[config.mk]
export PLATFORM = sky130hd
export DESIGN_NAME = prio_irq_ctrl
export DESIGN_NICKNAME = d
export VERILOG_FILES = /design/src/rtl/prio_ic_pkg.sv /design/src/rtl/prio_ic_regs.sv /design/src/rtl/prio_ic_arb.sv /design/src/rtl/prio_ic_out.sv /design/src/rtl/prio_irq_ctrl.sv
export SDC_FILE = /design/constraint.sdc
export NUM_CORES = 1
export LEC_CHECK = 0
export BUFFER_PORTS_ARGS = -buffer_cell sky130_fd_sc_hd__buf_2
export CAP_MARGIN = 20
export CORE_MARGIN = 5
export CORE_UTILIZATION = 38
export CTS_CLUSTER_DIAMETER = 120
export DETAILED_ROUTE_END_ITERATION = 8
export REMOVE_ABC_BUFFERS = 1
export SLEW_MARGIN = 20
export SYNTH_ARGS = -nofsm -noshare
export SYNTH_HDL_FRONTEND = slang
export SYNTH_SLANG_ARGS = --single-unit
[constraint.sdc]
create_clock -name clk -period 51.2 [get_ports clk]
set_input_delay 0 -clock clk [delete_from_list [all_inputs] [get_ports clk]]
set_output_delay 0 -clock clk [all_outputs]
set_load 0.005 [all_outputs]
[src/rtl/prio_ic_pkg.sv]
package prio_ic_pkg;
  localparam int RANK_W       = 5;
  localparam int LVL_W        = 3;
  localparam int VEC_W        = 8;
  localparam int CTRL_W       = 8;
  localparam int AUTOVEC_BIT  = 7;
  localparam int AUTOVEC_BASE = 24;
  localparam int MIN_RANK     = 4;
  localparam int NUM_VREG     = 3;
  localparam logic [VEC_W-1:0] FALLBACK_VEC = 8'h0F;

  // reset value of a source's control register
  function automatic logic [CTRL_W-1:0] ctrl_rst(input int src);
    if (src <= 7)       return CTRL_W'(src * 4);
    else if (src == 8)  return 8'h1C;
    else if (src <= 11) return 8'h80;
    else                return 8'h00;
  endfunction

  // reset value of vector register k (0 = watchdog, 1/2 = serial ports)
  function automatic logic [VEC_W-1:0] vec_rst(input int k);
    return (k == 0) ? 8'h0F : 8'h00;
  endfunction
endpackage

[src/rtl/prio_ic_regs.sv]
module prio_ic_regs
  import prio_ic_pkg::*;
#(
  parameter int NSRC      = 13,
  parameter int ADDR_W    = 8,
  parameter int DATA_W    = 16,
  parameter int CTRL_BASE = 'h14,
  parameter int MASK_OFS  = 'h36,
  parameter int PEND_OFS  = 'h3A,
  parameter int VEC_BASE  = 'h40
) (
  input  logic                          clk,
  input  logic                          rst_n,
  input  logic [NSRC:1]                 src_i,
  input  logic                          wr_en_i,
  input  logic [ADDR_W-1:0]             addr_i,
  input  logic [DATA_W-1:0]             wdata_i,
  output logic [DATA_W-1:0]             rdata_o,
  output logic [NSRC:1]                 pend_o,
  output logic [NSRC:1]                 mask_o,
  output logic [NSRC:1][CTRL_W-1:0]     ctrl_o,
  output logic [NUM_VREG-1:0][VEC_W-1:0] vreg_o
);
  logic [NSRC:1]                  pend_q, pend_d;
  logic [NSRC:1]                  mask_q, mask_d;
  logic                           mask_en;
  logic [NSRC:1][CTRL_W-1:0]      ctrl_q;
  logic [NUM_VREG-1:0][VEC_W-1:0] vreg_q;
  logic                           live_q;
  logic                           unused_wbits;

  assign unused_wbits = ^{wdata_i[DATA_W-1:NSRC+1], wdata_i[0]};

  // next state
  always_comb begin
    pend_d  = src_i;
    mask_en = wr_en_i && (addr_i == ADDR_W'(MASK_OFS));
    mask_d  = wdata_i[NSRC:1];
  end

  always_ff @(posedge clk or negedge rst_n) begin
    if (!rst_n) begin
      pend_q <= '0;
      live_q <= 1'b0;
    end else begin
      pend_q <= pend_d;
      live_q <= 1'b1;
    end
  end

  always_ff @(posedge clk or negedge rst_n) begin
    if (!rst_n)       mask_q <= '1;
    else if (mask_en) mask_q <= mask_d;
  end

  for (genvar gi = 1; gi <= NSRC; gi++) begin : g_ctrl
    logic              en;
    logic [CTRL_W-1:0] nxt;
    assign en  = wr_en_i && (addr_i == ADDR_W'(CTRL_BASE + gi - 1));
    assign nxt = wdata_i[CTRL_W-1:0];
    always_ff @(posedge clk or negedge rst_n) begin
      if (!rst_n)  ctrl_q[gi] <= ctrl_rst(gi);
      else if (en) ctrl_q[gi] <= nxt;
    end
  end

  for (genvar gk = 0; gk < NUM_VREG; gk++) begin : g_vreg
    logic             en;
    logic [VEC_W-1:0] nxt;
    assign en  = wr_en_i && (addr_i == ADDR_W'(VEC_BASE + gk));
    assign nxt = wdata_i[VEC_W-1:0];
    always_ff @(posedge clk or negedge rst_n) begin
      if (!rst_n)  vreg_q[gk] <= vec_rst(gk);
      else if (en) vreg_q[gk] <= nxt;
    end
  end

  // read mux
  always_comb begin
    rdata_o = '0;
    if (addr_i == ADDR_W'(MASK_OFS)) rdata_o[NSRC:1] = mask_q;
    if (addr_i == ADDR_W'(PEND_OFS)) rdata_o[NSRC:1] = pend_q;
    for (int i = 1; i <= NSRC; i++)
      if (addr_i == ADDR_W'(CTRL_BASE + i - 1)) rdata_o[CTRL_W-1:0] = ctrl_q[i];
    for (int k = 0; k < NUM_VREG; k++)
      if (addr_i == ADDR_W'(VEC_BASE + k)) rdata_o[VEC_W-1:0] = vreg_q[k];
  end

  assign pend_o = pend_q;
  assign mask_o = mask_q;
  assign ctrl_o = ctrl_q;
  assign vreg_o = vreg_q;


  pend_follows_chk: assert property (@(posedge clk) disable iff (!rst_n)
    live_q |-> (pend_q == $past(src_i)));

  mask_write_chk: assert property (@(posedge clk) disable iff (!rst_n)
    (wr_en_i && addr_i == ADDR_W'(MASK_OFS)) |=> (mask_o == $past(wdata_i[NSRC:1])));

  pend_ro_chk: assert property (@(posedge clk) disable iff (!rst_n)
    (wr_en_i && addr_i == ADDR_W'(PEND_OFS) && live_q) |=> (pend_o == $past(src_i)));
endmodule

[src/rtl/prio_ic_arb.sv]
module prio_ic_arb
  import prio_ic_pkg::*;
#(
  parameter int NSRC  = 13,
  parameter int IDX_W = $clog2(NSRC + 1)
) (
  input  logic [NSRC:1]             active_i,
  input  logic [NSRC:1][CTRL_W-1:0] ctrl_i,
  output logic                      present_o,
  output logic [IDX_W-1:0]          win_idx_o,
  output logic [CTRL_W-1:0]         win_ctrl_o
);
  logic [NSRC:0][RANK_W-1:0] best_rank;
  logic [NSRC:0][IDX_W-1:0]  best_idx;
  logic [NSRC:0][CTRL_W-1:0] best_ctrl;

  assign best_rank[0] = '0;
  assign best_idx[0]  = '0;
  assign best_ctrl[0] = '0;

  // linear chain from source 1 upward; strict compare keeps the lower index on ties
  for (genvar gi = 1; gi <= NSRC; gi++) begin : g_stage
    logic take;
    assign take = active_i[gi] && (ctrl_i[gi][RANK_W-1:0] > best_rank[gi-1]);
    assign best_rank[gi] = take ? ctrl_i[gi][RANK_W-1:0] : best_rank[gi-1];
    assign best_idx[gi]  = take ? IDX_W'(gi)             : best_idx[gi-1];
    assign best_ctrl[gi] = take ? ctrl_i[gi]             : best_ctrl[gi-1];
  end

  assign present_o  = (best_rank[NSRC] >= RANK_W'(MIN_RANK));
  assign win_idx_o  = best_idx[NSRC];
  assign win_ctrl_o = best_ctrl[NSRC];
endmodule

[src/rtl/prio_ic_out.sv]
module prio_ic_out
  import prio_ic_pkg::*;
#(
  parameter int NSRC     = 13,
  parameter int IDX_W    = $clog2(NSRC + 1),
  parameter int WDOG_SRC = 8,
  parameter int SERA_SRC = 12,
  parameter int SERB_SRC = 13
) (
  input  logic                           clk,
  input  logic                           rst_n,
  input  logic                           present_i,
  input  logic [IDX_W-1:0]               win_idx_i,
  input  logic [CTRL_W-1:0]              win_ctrl_i,
  input  logic [NUM_VREG-1:0][VEC_W-1:0] vreg_i,
  output logic [LVL_W-1:0]               level_o,
  output logic [VEC_W-1:0]               vector_o
);
  logic [LVL_W-1:0] lvl_d, lvl_q;
  logic [VEC_W-1:0] vec_d, vec_q;
  logic [LVL_W-1:0] win_lvl;
  logic             unused_cbits;

  assign unused_cbits = ^{win_ctrl_i[6:5], win_ctrl_i[1:0]};
  assign win_lvl      = win_ctrl_i[4:2];

  always_comb begin
    lvl_d = '0;
    vec_d = '0;
    if (present_i) begin
      lvl_d = win_lvl;
      if (win_ctrl_i[AUTOVEC_BIT])
        vec_d = VEC_W'(AUTOVEC_BASE) + VEC_W'(win_lvl);
      else if (win_idx_i == IDX_W'(WDOG_SRC))
        vec_d = vreg_i[0];
      else if (win_idx_i == IDX_W'(SERA_SRC))
        vec_d = vreg_i[1];
      else if (win_idx_i == IDX_W'(SERB_SRC))
        vec_d = vreg_i[2];
      else
        vec_d = FALLBACK_VEC;
    end
  end

  always_ff @(posedge clk or negedge rst_n) begin
    if (!rst_n) begin
      lvl_q <= '0;
      vec_q <= '0;
    end else begin
      lvl_q <= lvl_d;
      vec_q <= vec_d;
    end
  end

  assign level_o  = lvl_q;
  assign vector_o = vec_q;


  idle_vec_zero_chk: assert property (@(posedge clk) disable iff (!rst_n)
    (level_o == '0) |-> (vector_o == '0));

  present_rank_chk: assert property (@(posedge clk) disable iff (!rst_n)
    present_i |-> (win_ctrl_i[RANK_W-1:0] >= RANK_W'(MIN_RANK)));

  autovec_chk: assert property (@(posedge clk) disable iff (!rst_n)
    (level_o != '0 && $past(win_ctrl_i[AUTOVEC_BIT]))
      |-> (vector_o == VEC_W'(AUTOVEC_BASE) + VEC_W'(level_o)));
endmodule

[src/rtl/prio_irq_ctrl.sv]
module prio_irq_ctrl
  import prio_ic_pkg::*;
#(
  parameter int NSRC   = 13,
  parameter int ADDR_W = 8,
  parameter int DATA_W = 16
) (
  input  logic              clk,
  input  logic              rst_n,
  input  logic [NSRC:1]     irq_src_i,
  input  logic              reg_wr_i,
  input  logic [ADDR_W-1:0] reg_addr_i,
  input  logic [DATA_W-1:0] reg_wdata_i,
  output logic [DATA_W-1:0] reg_rdata_o,
  output logic [LVL_W-1:0]  cpu_level_o,
  output logic [VEC_W-1:0]  cpu_vector_o
);
  localparam int IDX_W = $clog2(NSRC + 1);

  logic [NSRC:1]                  pend, mask, active;
  logic [NSRC:1][CTRL_W-1:0]      ctrl;
  logic [NUM_VREG-1:0][VEC_W-1:0] vreg;
  logic                           present;
  logic [IDX_W-1:0]               win_idx;
  logic [CTRL_W-1:0]              win_ctrl;

  prio_ic_regs #(.NSRC(NSRC), .ADDR_W(ADDR_W), .DATA_W(DATA_W)) regs_i (
    .clk(clk), .rst_n(rst_n), .src_i(irq_src_i), .wr_en_i(reg_wr_i),
    .addr_i(reg_addr_i), .wdata_i(reg_wdata_i), .rdata_o(reg_rdata_o),
    .pend_o(pend), .mask_o(mask), .ctrl_o(ctrl), .vreg_o(vreg)
  );

  assign active = pend & ~mask;

  prio_ic_arb #(.NSRC(NSRC), .IDX_W(IDX_W)) arb_i (
    .active_i(active), .ctrl_i(ctrl), .present_o(present),
    .win_idx_o(win_idx), .win_ctrl_o(win_ctrl)
  );

  prio_ic_out #(.NSRC(NSRC), .IDX_W(IDX_W)) out_i (
    .clk(clk), .rst_n(rst_n), .present_i(present), .win_idx_i(win_idx),
    .win_ctrl_i(win_ctrl), .vreg_i(vreg), .level_o(cpu_level_o),
    .vector_o(cpu_vector_o)
  );


  level_needs_active_chk: assert property (@(posedge clk) disable iff (!rst_n)
    (cpu_level_o != '0) |-> $past(|active));

  winner_active_chk: assert property (@(posedge clk) disable iff (!rst_n)
    present |-> (active[win_idx] == 1'b1));
endmodule

==> impl_metrics.env, run 1 <==
export IMPL_p_per_area_nw_per_um2=49.4
export IMPL_cp_common_cell="ha_1"
export IMPL_io_pins=67
export IMPL_synth_edf_count=0
export IMPL_cts_tree="built"
export IMPL_synth_ff_type="dfrtp_1"
export IMPL_vdd_drop_max_mv=0.0254
export IMPL_die_w_um=179
export IMPL_htreeDepth=4
export IMPL_yosys_warnings=0
export IMPL_critPathMaxFanout=17
export IMPL_skew_ns=0.0147
export IMPL_cts_resized=0
export IMPL_cap_viol_max_count=0
export IMPL_num_vias=8735
export IMPL_cp_slowest_stage_delay_ns=0.60
export IMPL_antenna_cells=0
export IMPL_drc=0
export IMPL_required_ns=51.57
export IMPL_wl_mm=30.3
export IMPL_area_growth_synth_to_final_pct=13.4
export IMPL_cts_clk_slew_worst_paths_ns=0.08
export IMPL_root_buffer="clkbuf_16"
export IMPL_grt_max_degree=60
export IMPL_routedWlPerCell_um=20.1
export IMPL_setup_slack_ns=27.51
export IMPL_syn_cell_area_um2=10800
export IMPL_grt_setup_unrepaired="no"
export IMPL_clock_sinks=165
export IMPL_async_flop_share=1.00
export IMPL_hold_slack_ns=0.0426
export IMPL_syn_avg_cell_area_um2=10.3
export IMPL_setup_viol=0
export IMPL_final_nets=1198
export IMPL_p_leak_nw=5.56
export IMPL_fp_dieH_um=179
export IMPL_final_period_utilization=0.463
export IMPL_slew_limit_headroom=0.284
export IMPL_antenna_found_initial=0
export IMPL_grt_first_pass_wirelength_mm=47.6
export IMPL_overflow=0
export IMPL_cp_arrival_ns=24.07
export IMPL_row_count=61
export IMPL_viasPerCell=5.80
export IMPL_maxSlewViolCount=0
export IMPL_cts_buffers=17
export IMPL_grt_pass1_vias=8391
export IMPL_cts_buffer_depth=2
export IMPL_crit_path_start_kind="flip-flop"
export IMPL_synth_seq_area_share=0.385
export IMPL_tightest_slew_ns=1.07
export IMPL_setup_tns_ns=0
export IMPL_finalHoldViolCount=0
export IMPL_status="finished clean"
export IMPL_critPathKind="flip-flop to flip-flop"
export IMPL_period_needed_ns=23.69
export IMPL_fmax_mhz=42.2
export IMPL_hold_path_class="input pin to flip-flop"
export IMPL_dp_hpwl_mm=21.4
export IMPL_yosysTopAreaCell="dfrtp_1"
export IMPL_track_usage=0.191
export IMPL_synth_distinct_cells=103
export IMPL_die_area_um2=32000
export IMPL_first_pass_iters=5
export IMPL_syn_inst=1056
export IMPL_synth_area_top_cells="dfrtp_1 30%, mux2_2 16%, dfstp_2 8.5%, ha_1 5.0%, nand2_1 3.0%"
export IMPL_fp_coreArea_um2=27900
export IMPL_drtAntennaViolNets=0
export IMPL_dp_worst_setup_slack_ns=27.16
export IMPL_cp_end_kind="flip-flop"
export IMPL_drive_gt1_frac=0.294
export IMPL_port_buffers=62
export IMPL_crit_slowest_cell="or4b_2"
export IMPL_power_uw=606
export IMPL_ys_ff_latch=165
export IMPL_drt_iter0_drc=592
export IMPL_insertion_delay_ns=0.44
export IMPL_yosysTopAreaCellShare=0.300
export IMPL_initial_core_util=0.388
export IMPL_gp_congestion=0.828
-- Yosys cell counts (9+ instances only) --
library cell and n:
dfrtp_1 130, a22o_1 10, clkbuf_1 38, nand2b_1 10, nand2_1 88, nor2b_1 15, a21oi_1 44, a31oi_1 9
inv_1 54, a211oi_1 9, and2_1 12, dfstp_2 35, nor3_1 14, ha_1 43, nand3_1 27, mux2_2 153
nor2_1 63, o21ai_0 48, mux2i_1 25
-- final timing paths --
kind	start	slack, ns	to	cells after the start
worst max-delay path	regs_i.pend_o[1]	27.51	out_i.vector_o[2]	103
worst min-delay path	reg_wdata_i[1]	0.04	regs_i.ctrl_o[41]	3
worst max register to register	regs_i.pend_o[1]	27.51	out_i.vector_o[2]	103
worst min register to register	regs_i.ctrl_o[70]	0.51	regs_i.ctrl_o[70]	1
max in group asynchronous	rst_n	49.29	regs_i.ctrl_o[85]	4
min in group asynchronous	rst_n	0.08	regs_i.pend_o[9]	2
-- layout by cell type, fill, tap and decap left out, types with 6 or more instances in the layout --
cell	netlist	final
o2111ai_1	7	7
buf_2	1	61
nand4_1	6	6
inv_8	0	6
clkbuf_16	0	17
nor3_1	14	14
a31oi_1	9	9
a221oi_1	8	8
a211oi_1	9	9
ha_1	43	43
nand2_1	88	88
mux2i_1	25	25
o221ai_1	7	7
and2_1	12	12
a21o_1	8	8
nand3_1	27	27
dlygate4sd3_1	0	20
a22o_1	10	10
nor2b_1	15	15
dfstp_2	35	35
nor2_1	63	63
a22oi_1	8	8
mux2_2	153	153
buf_4	3	8
a21oi_1	44	44
mux4_2	6	6
dfrtp_1	130	130
inv_1	54	54
o21ai_0	48	48
nand2b_1	10	10
a221o_1	6	6
-- logic make-up after synthesis --
kind of cell / count (synthesis) / synth area share
simple gates: 290 / 0.138
compound gates: 253 / 0.179
mux: 187 / 0.198
flops: 165 / 0.385
buf+inv: 108 / 0.0415
fa+ha+maj: 43 / 0.0497
xor+xnor: 9 / 0.00797
other cells: 1 / 0.000346
-- final cells by class --
class                      instances  area, um^2
multi-input combinational        784        6230
clock inverter                    15         180
timing repair buffer              91         588
sequential                       165        4170
clock buffer                      17         425
tap                              378         473
fill                            2714       15700
inverter                          56         210
-- power by group --
group | total, mW | switching [mW] | internal [mW]
logic | 0.324 | 0.189 | 0.135
registers | 0.149 | 0.00735 | 0.142
clock network | 0.133 | 0.0626 | 0.0702
-- flip-flops by register name, indices dropped and copies added, names as in the netlist --
name and count:
regs_i.pend_o 13, out_i.level_o 3, regs_i.vreg_o 24, out_i.vector_o 8, regs_i.ctrl_o 104, regs_i.mask_o 13
-- per-stage QoR --
| stage | area, um^2 | utilization | cells |
|---|---|---|---|
| after floorplan | 10600 | - | 1005 |
| after global placement | 11500 | 0.410 | 1453 |
| after detailed placement | 11500 | 0.410 | 1453 |
| after CTS | 12300 | 0.439 | 1505 |
| after global routing | 12300 | 0.440 | 1506 |
| final | 12300 | 0.440 | 1506 |
-- worst max-delay path: cells and delay by family (launching register included) --
kind            cells  cell delay, ns
compound gates     40            8.96
simple gates       37            7.54
fa+ha+maj          12            3.62
mux                 7            2.42
buf+inv             7            0.68
flops               1            0.35
-- routing by layer --
| metal | vias up | wire (um) | part of all wire | track usage |
|---|---|---|---|---|
| met1 | 4389 | 14400 | 0.47 | 0.277 |
| met2 | 246 | 14100 | 0.46 | 0.301 |
| li1 | 4066 | - | - | - |
| met5 | - | 0 | 0 | 0 |
| met4 | 0 | 571 | 0.019 | 0.0550 |
| met3 | 34 | 1320 | 0.043 | 0.0243 |
-- what timing repair did --
item,CTS,global route
endpoints found under the setup margin,0,0
buffers inserted,0,0
hold buffers,20,0
hold endpoints to repair,74,0
Note: power is estimated with default switching activity, not from simulation.
==> inputs of run 2 (changes only) <==
==> constraint.sdc (replaced) <==
create_clock -name clk -period 21.1 [get_ports clk]
set_input_delay 0 -clock clk [delete_from_list [all_inputs] [get_ports clk]]
set_output_delay 0 -clock clk [all_outputs]
set_load 0.005 [all_outputs]
==> run 2 against run 1 <==
  * Worst setup slack got worse by 26 ns
  * Wire length rose by 1.3%
  * Critical endpoint is now out_i.vector_o[3]
  * Die area did not move
  * Highest routed layer unchanged
  * Critical path depth rose by 2
  * Flip-flop and latch count did not move
  * Core utilization rose by 2.1 points
  * Combinational power rose to 3.0 times the previous value
  * Register-to-register slack got worse by 26 ns
  * First-iteration DRC count fell by 10%
==> impl_metrics.env, run 2 (same netlist as run 1, synthesis figures left out) <==
export IMPL_crit_slowest_cell="or4b_2"
export IMPL_critPathBufInv=11
export IMPL_antenna_found_initial=0
export IMPL_dp_hpwl_mm=21.8
export IMPL_grt_pass1_vias=8774
export IMPL_maxSlewViolCount=0
export IMPL_root_buffer="clkbuf_16"
export IMPL_drt_iter0_drc=533
export IMPL_finalHoldViolCount=0
export IMPL_fp_dieH_um=179
export IMPL_cp_slowest_stage_delay_ns=0.64
export IMPL_cp_end_kind="flip-flop"
export IMPL_cts_clk_slew_worst_paths_ns=0.08
export IMPL_final_nets=1248
export IMPL_skew_ns=0.0155
export IMPL_grt_max_degree=59
export IMPL_mostFrequentLayoutCell="mux2_2"
export IMPL_final_core_util=0.460
export IMPL_power_mw=1.66
export IMPL_initial_core_util=0.388
export IMPL_fin_cells=1556
export IMPL_insertion_delay_ns=0.44
export IMPL_cts_buffer_depth=2
export IMPL_vdd_drop_max_mv=0.0660
export IMPL_layout_common_cells="153 x mux2_2, 130 x dfrtp_1, 87 x nand2_1"
export IMPL_critPathMaxFanout=7
export IMPL_drive_gt1_frac=0.348
export IMPL_overflow=0
export IMPL_met2_usage=0.317
export IMPL_drc=0
export IMPL_wl_mm=30.7
export IMPL_row_count=61
export IMPL_routedWlPerCell_um=19.7
export IMPL_port_buffers=62
export IMPL_hold_path_class="input pin to flip-flop"
export IMPL_status="finished clean"
export IMPL_cts_buffers=17
export IMPL_viasPerCell=5.66
export IMPL_num_vias=8800
export IMPL_die_area_um2=32000
export IMPL_drtAntennaViolNets=0
export IMPL_antenna_cells=0
export IMPL_multi_input_area_um2=6380
export IMPL_clock_sinks=165
export IMPL_crit_path_start_kind="flip-flop"
export IMPL_slew_limit_headroom=0.268
export IMPL_dp_cells=1496
export IMPL_cap_viol_max_count=0
export IMPL_p_leak_nw=5.83
export IMPL_first_pass_iters=6
export IMPL_htreeDepth=4
export IMPL_met1_usage=0.275
export IMPL_required_ns=21.42
export IMPL_fmax_mhz=50.3
export IMPL_setup_viol=0
export IMPL_use_met3=0.0205
export IMPL_cp_common_cell="ha_1"
export IMPL_critPathKind="flip-flop to flip-flop"
export IMPL_tightest_slew_ns=1.09
export IMPL_area_growth_synth_to_final_pct=18.7
export IMPL_grt_busiest_layer="met2"
export IMPL_fp_coreArea_um2=27900
export IMPL_cts_tree="built"
export IMPL_path_delay_family="compound AO/OA/AOI/OAI gates"
export IMPL_cp_arrival_ns=20.20
export IMPL_period_needed_ns=19.88
export IMPL_track_usage=0.194
export IMPL_p_per_area_nw_per_um2=129
export IMPL_io_pins=67
export IMPL_die_w_um=179
export IMPL_ff_latch_area_um2=4170
export IMPL_grt_first_pass_wirelength_mm=48.9
export IMPL_gp_congestion=0.845
export IMPL_final_period_utilization=0.942
export IMPL_largest_reg_flops=104
export IMPL_fillers=2686
==> run 2: cell types whose count changed in the layout (fill, tap and decap cells not counted), sizes merged <==
cell      previous run  this run
clkinvlp             2         0
clkinv               5         9
inv                 63        61
buf                 71       121
==> run 2: cell type report <==
cell class / instances / share of cell area
multi-input cells: 784 / 0.496
flip-flops and latches: 165 / 0.325
repair buffers: 141 / 0.0750
well taps: 378 / 0.0368
clock buffers: 17 / 0.0331
clock inverters: 15 / 0.0177
inverters: 56 / 0.0164
==> run 2: worst paths after layout <==
kind | from | end | slack (ns) | cells after the start
max | regs_i.pend_o[1] | out_i.vector_o[3] | 1.22 | 105
min | reg_wdata_i[0] | regs_i.ctrl_o[8] | 0.04 | 3
max reg2reg | regs_i.pend_o[1] | out_i.vector_o[3] | 1.22 | 105
min reg2reg | regs_i.ctrl_o[14] | regs_i.ctrl_o[14] | 0.51 | 1
max in group asynchronous | rst_n | regs_i.ctrl_o[81] | 19.79 | 3
min in group asynchronous | rst_n | regs_i.pend_o[9] | 0.08 | 2
==> run 2: through the flow <==
step / setup TNS [ns] / worst slack, ns / area (um^2) / hold slack (ns)
2_1_floorplan: 0 / 0.343 / 10600 / -0.296
3_3_place_gp: 0 / 0.275 / 11800 / 0.00416
3_5_place_dp: 0 / 0.195 / 11800 / 0.00238
4_1_cts: 0 / 0.0443 / 12600 / 0.0160
5_1_grt: -0.750 / -0.107 / 12900 / 0.0309
6_report: 0 / 1.22 / 12900 / 0.0373
==> run 2: worst min-delay path, stage by stage <==
cell and delay (ns):
buf_2 0.24, nand2_1 0.10, o21ai_0 0.07
==> run 2: layer usage <==
layer	vias up	part of all wire
met5	-	0
met4	0	0.021
met3	36	0.037
met2	215	0.47
met1	4377	0.47
li1	4172	-
==> run 2: where the power goes <==
group          switching (mW)  leakage (nW)  internal (mW)  total (mW)
combinational           0.501          3.45          0.462       0.963
clock                   0.159         0.313          0.175       0.334
sequential             0.0181          2.06          0.344       0.362
total                   0.678          5.83          0.981        1.66
==> run 2: repair_timing <==
action,CTS,global route
hold buffers,20,0
resized for setup,0,40
endpoints found under the hold margin,75,0
setup buffers,0,8
endpoints found under the setup margin,0,11
